[config.mk]
export PLATFORM = sky130hd
export DESIGN_NAME = ipi_dispatch
export DESIGN_NICKNAME = d
export VERILOG_FILES = /design/src/rtl/ipi_dispatch.sv
export SDC_FILE = /design/constraint.sdc
export NUM_CORES = 1
export LEC_CHECK = 0
export BUFFER_PORTS_ARGS = -buffer_cell sky130_fd_sc_hd__clkbuf_2
export CAP_MARGIN = 20
export CORE_MARGIN = 8
export CORE_UTILIZATION = 43
export CTS_BUF_LIST = sky130_fd_sc_hd__clkbuf_4 sky130_fd_sc_hd__clkbuf_8
export DETAILED_ROUTE_END_ITERATION = 8
export HOLD_SLACK_MARGIN = 0.05
export PLACE_DENSITY = 0.89
export SYNTH_ARGS = -nofsm -noshare
export SYNTH_HDL_FRONTEND = slang
export SYNTH_SLANG_ARGS = --single-unit
[constraint.sdc]
create_clock -name clk -period 2.9 [get_ports clk]
set_input_delay 0.29 -clock clk [delete_from_list [all_inputs] [get_ports clk]]
set_output_delay 0.29 -clock clk [all_outputs]
set_load 0.05 [all_outputs]
[src/rtl/ipi_dispatch.sv]
module ipi_dispatch #(
  parameter int N  = 4,
  parameter int SW = (N > 1) ? $clog2(N) : 1
) (
  input  logic           clk,
  input  logic           rst_n,
  input  logic           wr_en,
  input  logic           wr_hi,
  input  logic [31:0]    wr_data,
  input  logic [SW-1:0]  sender,
  input  logic [N*8-1:0] phys_ids,
  input  logic [N*8-1:0] log_ids,
  input  logic [N*4-1:0] fmts,
  output logic [31:0]    cmd_lo,
  output logic [31:0]    cmd_hi,
  output logic [N-1:0]   accept_map,
  output logic           accepted,
  output logic           fmt_error,
  output logic [7:0]     vector,
  output logic [2:0]     dmode,
  output logic           level,
  output logic           trig
);
  localparam logic [7:0] BCAST = 8'hFF;

  logic       send;
  logic [7:0] dest;
  logic       logical;
  logic [1:0] shand;
  logic [N-1:0] hit;
  logic [N-1:0] bad;

  assign send    = wr_en && !wr_hi;
  assign dest    = cmd_hi[31:24];
  assign logical = wr_data[11];
  assign shand   = wr_data[19:18];

  always_comb begin
    hit = '0;
    bad = '0;
    for (int i = 0; i < N; i++) begin
      logic [7:0] pid, lid;
      logic [3:0] fm;
      pid = phys_ids[i*8 +: 8];
      lid = log_ids[i*8 +: 8];
      fm  = fmts[i*4 +: 4];
      unique case (shand)
        2'd1: hit[i] = (SW'(i) == sender);
        2'd2: hit[i] = 1'b1;
        2'd3: hit[i] = (SW'(i) != sender);
        default: begin
          if (!logical) begin
            if (wr_data[10:8] != 3'b001)
              hit[i] = (dest == BCAST) || (dest == pid);
          end else if (fm == 4'hF) begin
            hit[i] = |(dest & lid);
          end else if (fm == 4'h0) begin
            hit[i] = (dest == BCAST) ||
                     ((dest[7:4] == lid[7:4]) && |(dest[3:0] & lid[3:0]));
          end else begin
            bad[i] = 1'b1;
          end
        end
      endcase
    end
  end

  always_ff @(posedge clk or negedge rst_n) begin
    if (!rst_n) begin
      cmd_lo     <= '0;
      cmd_hi     <= '0;
      accept_map <= '0;
      accepted   <= 1'b0;
      fmt_error  <= 1'b0;
      vector     <= '0;
      dmode      <= '0;
      level      <= 1'b0;
      trig       <= 1'b0;
    end else begin
      accept_map <= send ? hit : '0;
      accepted   <= send && (hit != '0);
      fmt_error  <= send && (bad != '0);
      if (wr_en && wr_hi) cmd_hi <= {wr_data[31:24], 24'h0};
      if (send) begin
        cmd_lo <= {wr_data[31:13], 1'b0, wr_data[11:0]};
        vector <= wr_data[7:0];
        dmode  <= wr_data[10:8];
        level  <= wr_data[14];
        trig   <= wr_data[15];
      end
    end
  end


  lo_idle_chk: assert property (@(posedge clk) disable iff (!rst_n)
    send |=> !cmd_lo[12]);

  hi_mask_chk: assert property (@(posedge clk) disable iff (!rst_n)
    (wr_en && wr_hi) |=> (cmd_hi[23:0] == 24'h0));

  lowpri_phys_chk: assert property (@(posedge clk) disable iff (!rst_n)
    (send && shand == 2'd0 && !logical && wr_data[10:8] == 3'b001) |=> (accept_map == '0));

  self_only_chk: assert property (@(posedge clk) disable iff (!rst_n)
    (send && shand == 2'd1) |=> ($countones(accept_map) == 1));

  idle_quiet_chk: assert property (@(posedge clk) disable iff (!rst_n)
    !send |=> (!accepted && accept_map == '0 && !fmt_error));

  accept_map_chk: assert property (@(posedge clk) disable iff (!rst_n)
    accepted |-> (accept_map != '0));
endmodule

==> impl_metrics.tcl <==
set metrics [dict create \
    skew_ns 0.00969 \
    portBuffers 174 \
    final_cells 575 \
    min_path_type "input pin to flop" \
    tightest_slew_ns 0.819 \
    antenna_found_initial 0 \
    dp_cells 567 \
    slew_headroom 0.449 \
    post-place-ws_ns 0.444 \
    timing.hold.ws_ns 0.192 \
    drv_slew 0 \
    track_usage 0.191 \
    yosys.cell_count.top_type "nand2_1" \
    yosys.area.top_type "dfrtp_1" \
    synthTopCellsByArea "dfrtp_1, nand2_1, xor2_1, buf_4, ha_1" \
    cts_num_sinks 45 \
    drv_cap 0 \
    num_vias 2884 \
    dieArea_mm2 0.00983 \
    wl_per_cell_um 16.6 \
    power_density_mw_per_mm2 542 \
    async_flop_share 1.00 \
    fin_crit_sh 0.838 \
    cts_tree "built" \
    num_rows 30 \
    outcome "finished clean" \
    clkPwrFrac 0.170 \
    setup-tns-final_ns 0 \
    post_cts_resized 0 \
    clock-root-buffer "clkbuf_8" \
    die_y_um 99.2 \
    switchingPower_mw 0.955 \
    drt-vias-per-instance 5.02 \
    hold_buffers 0 \
    grt_pass1_wl_um 15200 \
    num_io_pins 201 \
    fill_cells 603 \
    numCtsBuffers 5 \
    final_cell_area_mm2 0.00382 \
    grt_max_degree 46 \
    first_pass_iters 5 \
    htreeDepth 2 \
    drt-total-wl_um 9520 \
    route.detailed.drc 0 \
    post_cts_buffers 0 \
    path_clk_slew_ns 0.08 \
    ir_drop_uv 299 \
    synth_edf_count 0 \
    post-dp-hpwl_um 7820 \
    clk_latency_ns 0.28 \
    grt_pass1_vias 3292 \
    cts_buffer_depth 2 \
    leakagePower_nw 2.16 \
    first_iter_violations 135 \
    crit_fanout 7 \
    fmax_ghz 0.411 \
    ys.flop_type "dfrtp_1" \
    p_int_mw 1.12 \
    seq_power_share 0.383 \
    dpl_cell_area_mm2 0.00372 \
    setup_viol 0 \
    critPathCaptureType "flop" \
    postRouteAntennaNets 0 \
    yosys.area.top_type_share 0.379 \
    p_sw_frac 0.461 \
    diodes 0 \
    criticalPathCategory "flop to flop" \
    rsz0062_at_grt "no" \
    synth.yosys.warnings 0 \
    power_mw 2.07 \
    yosys-top-cells-count "nand2_1, dfrtp_1, buf_4" \
    fin_nets 630 \
    syn_inst 338 \
    synth_area_per_cell_um2 8.80 \
    die_x_um 99.2 \
    globalplace.congestion 0.898 \
    crit_arrival_ns 2.60 \
    hold_violations 0 \
    synth_area_mm2 0.00297 \
    period_needed_ns 2.43 \
    ys_seq_elements 45 \
    worst_setup_path_start_kind "flop" \
    overflow 0 \
    initial_core_util 0.440 \
    fin_ws_ns 0.469 \
    comb_power_share 0.447 \
    synth_seq_area_share 0.379 \
    worstPathRequired_ns 3.07 \
    utilization 0.566 \
    fp.coreArea_mm2 0.00676 \
    ys_types 37 \
    area_delta_synth_final_pct 28.5 \
    drive_gt1_frac 0.398 \
]
placed cells by master, fill, tap and decap left out, types with 2 or more instances in the layout:
master / instances
xnor2_1: 2
nand4_1: 4
nor3_1: 3
nor3b_1: 2
conb_1: 25
a21oi_1: 4
clkbuf_2: 174
nand2_1: 101
nand3_1: 5
o21ai_0: 4
nor4_1: 15
dfrtp_1: 45
ha_1: 16
a211oi_1: 2
buf_4: 6
nor2_1: 4
o21a_1: 2
clkbuf_8: 5
o2111ai_1: 2
a21o_1: 2
xor2_1: 34
and4_1: 2
or4_1: 5
mux2_2: 8
a22oi_1: 8
power groups by stage:
stage / combinational, mW / clock [mW] / sequential, mW
finish: 0.925 / 0.353 / 0.794
global placement: 0.900 / 0 / 0.801
global route: 0.993 / 0.391 / 0.808
CTS: 0.927 / 0.366 / 0.796
floorplan: 0.466 / 0 / 1.03
detailed placement: 0.924 / 0 / 0.808
final cells by class:
class	instances	area (um^2)	area share
Multi-Input combinational cell	262	1580	0.412
Sequential cell	45	1130	0.295
Timing Repair Buffer	182	946	0.248
Tap cell	80	100	0.0262
Clock buffer	5	68.8	0.0180
Clock inverter	1	5.00	0.00131
path summary, 6_finish.rpt:
check                                  startpoint                endpoint  slack, ns  cells past startpoint
max in group asynchronous                   rst_n  cmd_hi[24]$_DFFE_PN0P_       1.90                      3
setup reg to reg           cmd_hi[29]$_DFFE_PN0P_      accepted$_DFF_PN0_       0.47                      6
hold / removal                        wr_data[22]  cmd_lo[22]$_DFFE_PN0P_       0.19                      3
hold reg to reg            cmd_lo[24]$_DFFE_PN0P_  cmd_lo[24]$_DFFE_PN0P_       0.48                      2
setup / recovery           cmd_hi[29]$_DFFE_PN0P_      accepted$_DFF_PN0_       0.47                      6
min in group asynchronous                   rst_n      accepted$_DFF_PN0_       0.49                      2
worst max-delay path: stages (launching register included):
cell and delay [ns]:
dfrtp_1 0.52, ha_1 0.25, or4_1 0.53, a222oi_1 0.38, o2111ai_1 0.17, o21ai_1 0.13, or3b_1 0.35
registers in the layout, summed over array words and instances (netlist names):
register	cells
cmd_lo	22
cmd_hi	8
vector	7
accept_map	4
dmode	2
accepted	1
fmt_error	1
per-layer routing:
| layer | vias to the layer above | track usage | part of all wire | routed length [um] |
|---|---|---|---|---|
| met5 | - | 0 | 0 | 0 |
| met4 | 0 | 0.0536 | 0.015 | 140 |
| met3 | 16 | 0.0601 | 0.080 | 757 |
| met2 | 136 | 0.331 | 0.50 | 4800 |
| met1 | 1333 | 0.221 | 0.40 | 3820 |
| li1 | 1399 | - | - | - |
cell families (layout without fill, tap and decap cells):
| logic type | count (synthesis) | count (layout) | synth area share |
|---|---|---|---|
| AOI/OAI and AO/OA | 29 | 29 | 0.0677 |
| xor gates and xnor gates | 36 | 36 | 0.106 |
| adders and majority gates | 16 | 16 | 0.0673 |
| buffers and inverters | 55 | 188 | 0.123 |
| DFF | 45 | 45 | 0.379 |
| muxes | 8 | 8 | 0.0303 |
| other | 1 | 25 | 0.00126 |
| and+or+nand+nor | 148 | 148 | 0.226 |
Note: power is estimated with default switching activity, not from simulation.
